==> src/rtl/swi_pkg.sv <==
package swi_pkg;
   // Defaults shared by the controller and its sub-blocks
   parameter int unsigned SWI_COUNT  = 7;
   parameter int unsigned PRIO_BITS  = 4;
   parameter int unsigned DATA_BITS  = 8;
   parameter int unsigned VEC_BITS   = 16;
   parameter int unsigned VEC_ORIGIN = 16'h0100;
   parameter int unsigned VEC_STEP   = 4;

   typedef enum logic {
      SEL_REQ = 1'b0,
      SEL_EN  = 1'b1
   } reg_sel_e;
endpackage

==> src/rtl/swi_regs.sv <==
module swi_regs
   import swi_pkg::*;
#(
   parameter int unsigned NUM_SWI = SWI_COUNT,
   parameter int unsigned DATA_W  = DATA_BITS
) (
   input  logic              clk,
   input  logic              rst_n,
   input  logic              wr,
   input  logic              sel,
   input  logic [DATA_W-1:0] wdata,
   output logic [DATA_W-1:0] rdata,
   output logic [NUM_SWI:1]  req_o,
   output logic [NUM_SWI:1]  en_o
);
   logic [NUM_SWI:1] req_q;
   logic [NUM_SWI:1] en_q;

   // One request flop and one enable flop per software interrupt
   for (genvar g = 1; g <= NUM_SWI; g++) begin : g_bit
      always_ff @(posedge clk or negedge rst_n) begin
         if (!rst_n) begin
            req_q[g] <= 1'b0;
            en_q[g]  <= 1'b0;
         end else if (wr) begin
            if (sel == SEL_REQ) req_q[g] <= wdata[g];
            else                en_q[g]  <= wdata[g];
         end
      end
   end

   // Read mux: the reserved bit and unused upper bits stay zero
   always_comb begin
      rdata = '0;
      for (int i = 1; i <= NUM_SWI; i++) begin
         rdata[i] = (sel == SEL_EN) ? en_q[i] : req_q[i];
      end
   end

   assign req_o = req_q;
   assign en_o  = en_q;

   logic unused_wbits;
   if (DATA_W > NUM_SWI + 1) begin : g_wide
      assign unused_wbits = ^{wdata[0], wdata[DATA_W-1:NUM_SWI+1]};
   end else begin : g_exact
      assign unused_wbits = wdata[0];
   end

   // without a write to the request register, the requests never change
   a_r9_req_hold : assert property (@(posedge clk) disable iff (!rst_n)
      !(wr && sel == SEL_REQ) |=> $stable(req_q));

   // a request-register write loads the written bits
   a_r2_req_load : assert property (@(posedge clk) disable iff (!rst_n)
      (wr && sel == SEL_REQ) |=> (req_q == $past(wdata[NUM_SWI:1])));

   // an enable-register write leaves the requests alone
   a_r2_en_only : assert property (@(posedge clk) disable iff (!rst_n)
      (wr && sel == SEL_EN) |=> $stable(req_q));
endmodule

==> src/rtl/swi_arbiter.sv <==
module swi_arbiter
   import swi_pkg::*;
#(
   parameter int unsigned NUM_SWI      = SWI_COUNT,
   parameter int unsigned PRIO_W       = PRIO_BITS,
   parameter bit          EVT_WINS_TIE = 1'b1,
   parameter int unsigned NUM_W        = $clog2(NUM_SWI + 1)
) (
   input  logic              clk,
   input  logic              rst_n,
   input  logic [NUM_SWI:1]  pend,
   input  logic [PRIO_W-1:0] cur_prio,
   input  logic              evt_valid,
   input  logic [PRIO_W-1:0] evt_prio,
   output logic              win,
   output logic [NUM_W-1:0]  win_num
);
   logic [NUM_W-1:0]  best;
   logic              found;
   logic [PRIO_W-1:0] best_prio;
   logic              beats_cur;
   logic              beats_evt;

   // Fixed priority: the highest eligible index wins
   always_comb begin
      best  = '0;
      found = 1'b0;
      for (int i = 1; i <= NUM_SWI; i++) begin
         if (pend[i]) begin
            best  = NUM_W'(i);
            found = 1'b1;
         end
      end
   end

   assign best_prio = PRIO_W'(best);
   assign beats_cur = best_prio > cur_prio;

   // Tie rule against the pending event interrupt
   if (EVT_WINS_TIE) begin : g_evt_tie
      assign beats_evt = !evt_valid || (best_prio > evt_prio);
   end else begin : g_swi_tie
      assign beats_evt = !evt_valid || (best_prio >= evt_prio);
   end

   assign win     = found && beats_cur && beats_evt;
   assign win_num = win ? best : '0;

   // a raised request is strictly above the execution level
   a_r6_above_cur : assert property (@(posedge clk) disable iff (!rst_n)
      win |-> (PRIO_W'(win_num) > cur_prio));

   // a raised request outranks a pending event interrupt
   a_r7_above_evt : assert property (@(posedge clk) disable iff (!rst_n)
      (win && evt_valid && EVT_WINS_TIE) |-> (PRIO_W'(win_num) > evt_prio));

   // the winner is among the eligible requests
   a_r4_eligible : assert property (@(posedge clk) disable iff (!rst_n)
      win |-> pend[win_num]);

   // no eligible request above the winner
   a_r5_highest : assert property (@(posedge clk) disable iff (!rst_n)
      win |-> ((pend >> win_num) == '0));
endmodule

==> src/rtl/swi_vector.sv <==
module swi_vector
   import swi_pkg::*;
#(
   parameter int unsigned NUM_W    = 3,
   parameter int unsigned VEC_W    = VEC_BITS,
   parameter int unsigned VEC_BASE = VEC_ORIGIN,
   parameter int unsigned VEC_STR  = VEC_STEP
) (
   input  logic             valid,
   input  logic [NUM_W-1:0] num,
   output logic [VEC_W-1:0] vector
);
   logic [NUM_W-1:0] slot;
   logic [VEC_W-1:0] offset;

   // Slot 0 belongs to request 1
   assign slot   = num - NUM_W'(1);
   assign offset = VEC_W'(VEC_STR) * {{(VEC_W-NUM_W){1'b0}}, slot};
   assign vector = valid ? (VEC_W'(VEC_BASE) + offset) : '0;
endmodule

==> src/rtl/swi_ctrl.sv <==
module swi_ctrl
   import swi_pkg::*;
#(
   parameter int unsigned NUM_SWI      = SWI_COUNT,
   parameter int unsigned PRIO_W       = PRIO_BITS,
   parameter int unsigned DATA_W       = DATA_BITS,
   parameter int unsigned VEC_W        = VEC_BITS,
   parameter int unsigned VEC_BASE     = VEC_ORIGIN,
   parameter int unsigned VEC_STR      = VEC_STEP,
   parameter bit          EVT_WINS_TIE = 1'b1,
   parameter int unsigned NUM_W        = $clog2(NUM_SWI + 1)
) (
   input  logic              clk,
   input  logic              rst_n,
   input  logic              reg_wr,
   input  logic              reg_sel,
   input  logic [DATA_W-1:0] reg_wdata,
   output logic [DATA_W-1:0] reg_rdata,
   input  logic [PRIO_W-1:0] cur_prio,
   input  logic              evt_valid,
   input  logic [PRIO_W-1:0] evt_prio,
   input  logic              ack,
   output logic              irq,
   output logic [NUM_W-1:0]  irq_num,
   output logic [PRIO_W-1:0] irq_prio,
   output logic [VEC_W-1:0]  irq_vector,
   output logic              taken
);
   // Elaboration-time parameter checks
   if (NUM_SWI < 1 || NUM_SWI > (2**PRIO_W) - 1) begin : g_bad_count
      $error("swi_ctrl: NUM_SWI must be between 1 and 2**PRIO_W-1");
   end
   if (DATA_W < NUM_SWI + 1) begin : g_bad_data
      $error("swi_ctrl: DATA_W must hold the reserved bit and every request");
   end
   if (VEC_W < NUM_W) begin : g_bad_vec
      $error("swi_ctrl: VEC_W too narrow");
   end

   logic [NUM_SWI:1] req_bits;
   logic [NUM_SWI:1] en_bits;
   logic [NUM_SWI:1] pend;
   logic             win;
   logic [NUM_W-1:0] win_num;
   logic             taken_q;

   swi_regs #(
      .NUM_SWI (NUM_SWI),
      .DATA_W  (DATA_W)
   ) regs_i (
      .clk   (clk),
      .rst_n (rst_n),
      .wr    (reg_wr),
      .sel   (reg_sel),
      .wdata (reg_wdata),
      .rdata (reg_rdata),
      .req_o (req_bits),
      .en_o  (en_bits)
   );

   assign pend = req_bits & en_bits;

   swi_arbiter #(
      .NUM_SWI      (NUM_SWI),
      .PRIO_W       (PRIO_W),
      .EVT_WINS_TIE (EVT_WINS_TIE),
      .NUM_W        (NUM_W)
   ) arb_i (
      .clk       (clk),
      .rst_n     (rst_n),
      .pend      (pend),
      .cur_prio  (cur_prio),
      .evt_valid (evt_valid),
      .evt_prio  (evt_prio),
      .win       (win),
      .win_num   (win_num)
   );

   swi_vector #(
      .NUM_W    (NUM_W),
      .VEC_W    (VEC_W),
      .VEC_BASE (VEC_BASE),
      .VEC_STR  (VEC_STR)
   ) vec_i (
      .valid  (win),
      .num    (win_num),
      .vector (irq_vector)
   );

   assign irq      = win;
   assign irq_num  = win_num;
   assign irq_prio = PRIO_W'(win_num);

   // Acknowledge confirmation, one cycle after the accepted strobe
   always_ff @(posedge clk or negedge rst_n) begin
      if (!rst_n) taken_q <= 1'b0;
      else        taken_q <= ack & win;
   end
   assign taken = taken_q;

   // taken only follows an ack
   a_r10_taken_src : assert property (@(posedge clk) disable iff (!rst_n)
      taken |-> $past(ack));

   // an accepted ack always yields taken
   a_r10_taken_fire : assert property (@(posedge clk) disable iff (!rst_n)
      (ack && irq) |=> taken);

   // outputs are quiet while no request is raised
   a_r8_quiet : assert property (@(posedge clk) disable iff (!rst_n)
      !irq |-> (irq_num == '0 && irq_vector == '0));

   // the vector lies inside the software vector window
   a_r8_vec_range : assert property (@(posedge clk) disable iff (!rst_n)
      irq |-> (irq_vector >= VEC_W'(VEC_BASE)));

   // with nothing else changing, an ack does not drop the request
   a_r9_ack_keeps : assert property (@(posedge clk) disable iff (!rst_n)
      (ack && irq && !reg_wr) ##1 ($stable(cur_prio) && $stable(evt_valid)
         && $stable(evt_prio)) |-> irq);
endmodule

==> config.mk <==
export PLATFORM = sky130hd
export DESIGN_NAME = swi_ctrl
export DESIGN_NICKNAME = d
export VERILOG_FILES = /design/src/rtl/swi_pkg.sv /design/src/rtl/swi_regs.sv /design/src/rtl/swi_arbiter.sv /design/src/rtl/swi_vector.sv /design/src/rtl/swi_ctrl.sv
export SDC_FILE = /design/constraint.sdc
export NUM_CORES = 1
export LEC_CHECK = 0
export BUFFER_PORTS_ARGS = -buffer_cell sky130_fd_sc_hd__buf_4
export CAP_MARGIN = 0
export CORE_UTILIZATION = 40
export CTS_BUF_LIST = sky130_fd_sc_hd__clkbuf_8
export CTS_CLUSTER_SIZE = 28
export DETAILED_ROUTE_END_ITERATION = 12
export MAX_ROUTING_LAYER = met4
export PLACE_DENSITY = 0.78
export SYNTH_ARGS = -nofsm -noshare
export SYNTH_HDL_FRONTEND = slang
export SYNTH_HIERARCHICAL = 1
export SYNTH_SLANG_ARGS = --single-unit
==> constraint.sdc <==
create_clock -name clk -period 4.4 [get_ports clk]
set_input_delay 0.88 -clock clk [delete_from_list [all_inputs] [get_ports clk]]
set_output_delay 0.88 -clock clk [all_outputs]
set_load 0.005 [all_outputs]
==> out/metrics.cfg, run 1 <==
[status]
status = finished, final reports clean

[setup_path]
worstSetupEndpointType = output port
reg2reg_depth = 8
startpoint = regs_i/req_o[4]
slowest_stage = or4_4
cp_top_family = simple AND/OR/NAND/NOR gates
cp.arrival_ns = 3.24
crit_type = register to output port
worstPathRequired_ns = 3.52
critical_path_buf_inv_count = 2
crit_chain = and2_1, or4_4, ha_1, nand3_1, o21ai_0, o31a_1, nor3b_1, inv_1, ha_1, xor2_1, and2_1, buf_4
cpPeakStageDelay_ns = 0.55
worstSetupPathDepth = 12
critPathMaxFanout = 4
start_kind = register
r2r-start = regs_i/req_o[4]

[yosys]
async_flop_share_pct = 100
yosysSeqAreaShare_pct = 32.0
mappedNetlistArea_mm2 = 0.00117
synth_edf_count = 0
ys_seq_elements = 15
synth_cell_type_count = 29
synthCells = 110
syn_avg_cell_area_um2 = 10.7
yosys_warnings = 6
ys.flop_type = dfrtp_1

[global_routing]
grt_pass1_vias = 809
grt_max_degree = 16
gr-usage-all-layers_pct = 15.0
grt_overflow = 0
antenna_found_initial = 0
grt_pass1_wl_um = 3530

[cts]
clk_pin_slew_ns = 0.06
insertion_delay_ns = 0.25
numCtsBuffers = 3
postCtsHoldBufs = 0
clock_path_buffers = 2
cts-root-buf = clkbuf_8
postCtsSetupRepairBufs = 0
cts.sinks = 15
cts_resized = 0
cts_max_level = 1
cts_tree = built

[sta]
tns_ns = 0
period_minus_slack_ns = 4.12
finalMaxSlewViolations = 0
hold_viol = 0
hold_ws_ns = 0.468
fmax_mhz = 243
post-route-period-util_pct = 93.6
rsz0062_at_grt = no
setup_viol = 0
fin_worst_skew_ns = 0.00336

[cells_and_area]
area_growth_syn_to_layout_pct = 22.5
nets = 175
final_area_mm2 = 0.00144
seqCellArea_um2 = 375
fill_cells = 266
drive_above_1_share_pct = 46.9
multi_input_area_um2 = 643
finalNonFillerCells = 176
fin_util_pct = 52.1
antenna_cells = 0

[floorplanning]
die-area_mm2 = 0.00315
rows = 19
initial_core_util_pct = 42.5
dieHeight_um = 56.1
fp.coreArea_mm2 = 0.00276
die_width_um = 56.1
ios = 55

[routing]
drcViolationCount = 0
via_count = 832
drt-initial-drc-count = 18
wirelength_um = 2110
viasPerCell = 4.73
dr.pass1.iters = 3
ant_nets = 0
wire_per_inst_um = 12.0

[power]
ir_drop_mv = 0.260
powerDensity_mw_per_mm2 = 337
leakagePower_nw = 0.725

[hold_path]
hp-class = input pin to async pin

[place]
portBuffers = 39
gp_congestion = 0.796
placed_cells = 172
place_area_mm2 = 0.00139
dp.final_hpwl_um = 1730

[job]
drv_cap = 0

## cell usage after synthesis (all sizes together), types with 2 or more instances
master	instances	area share [%]
and2	10	5.3
inv	9	2.9
dfrtp	15	32
buf	20	14
o21ai	2	0.85
conb	3	0.96
nor2	2	0.64
mux2	21	22
or4	2	1.6
nor2b	5	3.3
ha	7	7.5
nor3b	2	1.3
## flip-flops by register name (all words and copies together) (netlist names)
register      cells
regs_i/en_o       7
regs_i/req_o      7
taken             1
## worst register-to-register path, cell delays in order (launching register included)
cell and delay (ns):
dfrtp_1 0.39, and2_1 0.20, or4_4 0.55, ha_1 0.31, nand3_1 0.08, o21ai_0 0.07
o31a_1 0.28, nor2_1 0.30, and2_1 0.18
## layer usage
layer	GRT usage, %	vias up	wire, µm
met5	-	-	0
met4	7.32	0	24
met3	2.56	2	176
met2	24.5	49	1000
met1	17.8	375	909
li1	-	406	-
## per-stage QoR
stage	worst slack, ns	power (W)
after floorplan	0.719	0.000311
after global placement	0.500	0.000367
after detailed placement	0.384	0.000379
after CTS	0.101	0.000490
after global routing	0.0499	0.000519
final	0.284	0.000483
## report_power, final
| group | total [W] | leakage (nW) | switching (W) | internal, W |
|---|---|---|---|---|
| clock network | 0.000109 | 0.0269 | 0.0000470 | 0.0000618 |
| registers | 0.000171 | 0.178 | 0.0000132 | 0.000158 |
| logic | 0.000203 | 0.520 | 0.0000844 | 0.000119 |
## layout make-up
type                            instances  area share, %
Clock inverter                          1          0.261
Multi-Input combinational cell         77           44.8
Inverter                                9           2.35
Clock buffer                            3           2.87
Timing Repair Buffer                   40           20.9
Sequential cell                        15           26.1
Tap cell                               31           2.70
## cells in the final DEF, fill, tap and decap left out, drive strengths merged, types with 2 or more instances in the layout
| cell | netlist | layout |
|---|---|---|
| buf | 20 | 40 |
| o21ai | 2 | 2 |
| mux2 | 21 | 21 |
| nor2 | 2 | 2 |
| conb | 3 | 14 |
| inv | 9 | 10 |
| or4 | 2 | 2 |
| and2 | 10 | 10 |
| nor2b | 5 | 5 |
| dfrtp | 15 | 15 |
| nor3b | 2 | 2 |
| clkbuf | 0 | 3 |
| ha | 7 | 7 |
## worst paths after layout
path | endpoint | slack, ns
max | irq_vector[4] | 0.28
min | regs_i/req_o[4] | 0.47
max reg2reg | taken | 1.99
min reg2reg | regs_i/en_o[7] | 0.53
max in group asynchronous | regs_i/req_o[7] | 3.76
min in group clk | regs_i/en_o[7] | 0.53
## cells by family after synthesis
kind of cell    synth area share (%)
buf+inv                         16.6
simple gates                    14.1
mux                             22.4
flops                           32.0
compound gates                  5.66
fa+ha+maj                       7.47
other cells                    0.960
xor+xnor                       0.747
Power figures use the tool's default switching activity.
==> inputs of run 2 (changes only) <==
--- a/config.mk
+++ b/config.mk
@@ -8,7 +8,7 @@
 export BUFFER_PORTS_ARGS = -buffer_cell sky130_fd_sc_hd__buf_4
 export CAP_MARGIN = 0
 export CORE_UTILIZATION = 40
-export CTS_BUF_LIST = sky130_fd_sc_hd__clkbuf_8
+export CTS_BUF_LIST = sky130_fd_sc_hd__clkbuf_16
 export CTS_CLUSTER_SIZE = 28
 export DETAILED_ROUTE_END_ITERATION = 12
 export MAX_ROUTING_LAYER = met4
==> run 2 against run 1 <==
  * Power grew 13%
  * First-iteration DRC count up 11%
  * Routed wire length rose by 1.5%
  * Critical endpoint unchanged
  * Fmax is 0.25% higher
  * Largest cell class unchanged
  * Global-route usage is 0.15 points higher
  * Worst hold slack gained 0.011 ns
  * Clock skew barely moved
  * Via count grew 1.1%
  * Die area unchanged
  * Combinational power barely moved
  * Critical path depth unchanged
  * Highest routed layer unchanged
==> out/metrics.cfg, run 2 (synthesis gave the netlist of run 1 again) <==
[routing]
dr.pass1.iters = 4
ant_nets = 0
via_count = 841
drt-initial-drc-count = 20
drcViolationCount = 0
viasPerCell = 4.78
wirelength_um = 2150
wire_per_inst_um = 12.2

[cells_and_area]
fill_cells = 257
final_area_mm2 = 0.00147
drive_above_1_share_pct = 46.9
area_growth_syn_to_layout_pct = 25.4
layout_commonest_cell = buf_4
nets = 175
antenna_cells = 0
final_cell_mix = buf_4 (40), dfrtp_1 (15), conb_1 (14), mux2_2 (14)

[job]
drv_cap = 0

[floorplanning]
ios = 55
dieHeight_um = 56.1
rows = 19
die-area_mm2 = 0.00315
initial_core_util_pct = 42.5
fp.coreArea_mm2 = 0.00276
die_width_um = 56.1

[power]
ir_drop_mv = 0.305
leakagePower_nw = 0.740
powerDensity_mw_per_mm2 = 371

[cts]
clk_pin_slew_ns = 0.05
insertion_delay_ns = 0.24
cts.sinks = 15
numCtsBuffers = 3
cts-root-buf = clkbuf_16
cts_max_level = 1
clock_path_buffers = 2
cts_tree = built

[setup_path]
crit_type = register to output port
worstSetupEndpointType = output port
cpPeakStageDelay_ns = 0.55
critPathMaxFanout = 4
start_kind = register
slowest_stage = or4_4
worstPathRequired_ns = 3.52
crit_chain = and2_1, or4_4, ha_1, nand3_1, o21ai_0, o31a_1, nor3b_1, inv_1, ha_1, xor2_1, and2_1, buf_4
cp.arrival_ns = 3.23

[global_routing]
grt_overflow = 0
grt_pass1_wl_um = 3620
gr-usage-all-layers_pct = 15.1
grt_max_degree = 16
grt_pass1_vias = 834
antenna_found_initial = 0

[sta]
setup_viol = 0
finalMaxSlewViolations = 0
post-route-period-util_pct = 93.3
tns_ns = 0
fin_worst_skew_ns = 0.00287
period_minus_slack_ns = 4.11
slew_headroom_pct = 66.5
rsz0062_at_grt = no
worst_slew_pin_slew_ns = 0.494
hold_viol = 0
fmax_mhz = 244

[place]
gp_congestion = 0.796
dp.final_hpwl_um = 1730
place_area_mm2 = 0.00139
portBuffers = 39

[status]
status = finished, final reports clean

[hold_path]
hp-class = input pin to async pin

run 2: changes by cell type in the layout (fill, tap and decap cells not counted):
cell,before,now
clkbuf_16,0,3
clkbuf_8,3,0
run 2: routing by layer:
layer  share of wire [%]  track usage [%]  vias to the layer above
met5                   0                -                        -
met2                  48             25.7                       49
met3                 8.2             3.26                        2
met1                  43             18.1                      385
li1                    -                -                      405
met4                0.79             4.18                        0
run 2: worst paths after layout:
path / start / endpoint / slack (ns) / depth (start not counted)
max in group asynchronous: rst_n / regs_i/req_o[7] / 3.75 / 1
worst min-delay path: rst_n / regs_i/en_o[1] / 0.48 / 1
worst max register to register: regs_i/req_o[4] / taken / 1.98 / 8
worst max-delay path: regs_i/req_o[4] / irq_vector[4] / 0.29 / 12
min in group clk: regs_i/en_o[7] / regs_i/en_o[7] / 0.52 / 1
worst min register to register: regs_i/en_o[7] / regs_i/en_o[7] / 0.52 / 1
run 2: timing repair:
item                                    CTS  global route
resized for setup                         0             1
hold endpoints to repair                  0             0
endpoints found under the setup margin    0             2
hold buffers                              0             0
setup buffers                             0             0
run 2: final cells by class:
| class | instances | area [µm²] | area share [%] |
|---|---|---|---|
| Tap cell | 31 | 38.8 | 2.64 |
| Multi-Input combinational cell | 77 | 643 | 43.7 |
| Sequential cell | 15 | 375 | 25.5 |
| Clock buffer | 3 | 75.1 | 5.11 |
| Inverter | 9 | 33.8 | 2.30 |
| Timing Repair Buffer | 40 | 300 | 20.4 |
| Clock inverter | 1 | 3.75 | 0.255 |
run 2: critical path, delay by kind of cell, from the launching register on:
family                     cells  cell delay, ns
adders and majority gates      2            0.51
xor gates and xnor gates       1            0.15
buffers and inverters          2            0.21
and+or+nand+nor                5            1.38
AOI/OAI and AO/OA              2            0.35
DFF                            1            0.38
run 2: report_power, final:
part	switching, W	internal, W
sequential	0.0000133	0.000158
combinational	0.0000848	0.000119
clock	0.0000505	0.000120
total	0.000149	0.000397
run 2: through the flow:
step | worst slack [ns] | hold WS (ns) | cells | total power (W) | utilization (%)
2_1_floorplan | 0.719 | 0.488 | 121 | 0.000311 | -
3_3_place_gp | 0.500 | 0.497 | 172 | 0.000367 | 50.5
3_5_place_dp | 0.384 | 0.513 | 172 | 0.000379 | 50.5
4_1_cts | 0.115 | 0.486 | 176 | 0.000553 | 53.3
5_1_grt | 0.0610 | 0.484 | 176 | 0.000584 | 53.3
6_report | 0.294 | 0.478 | 176 | 0.000546 | 53.3
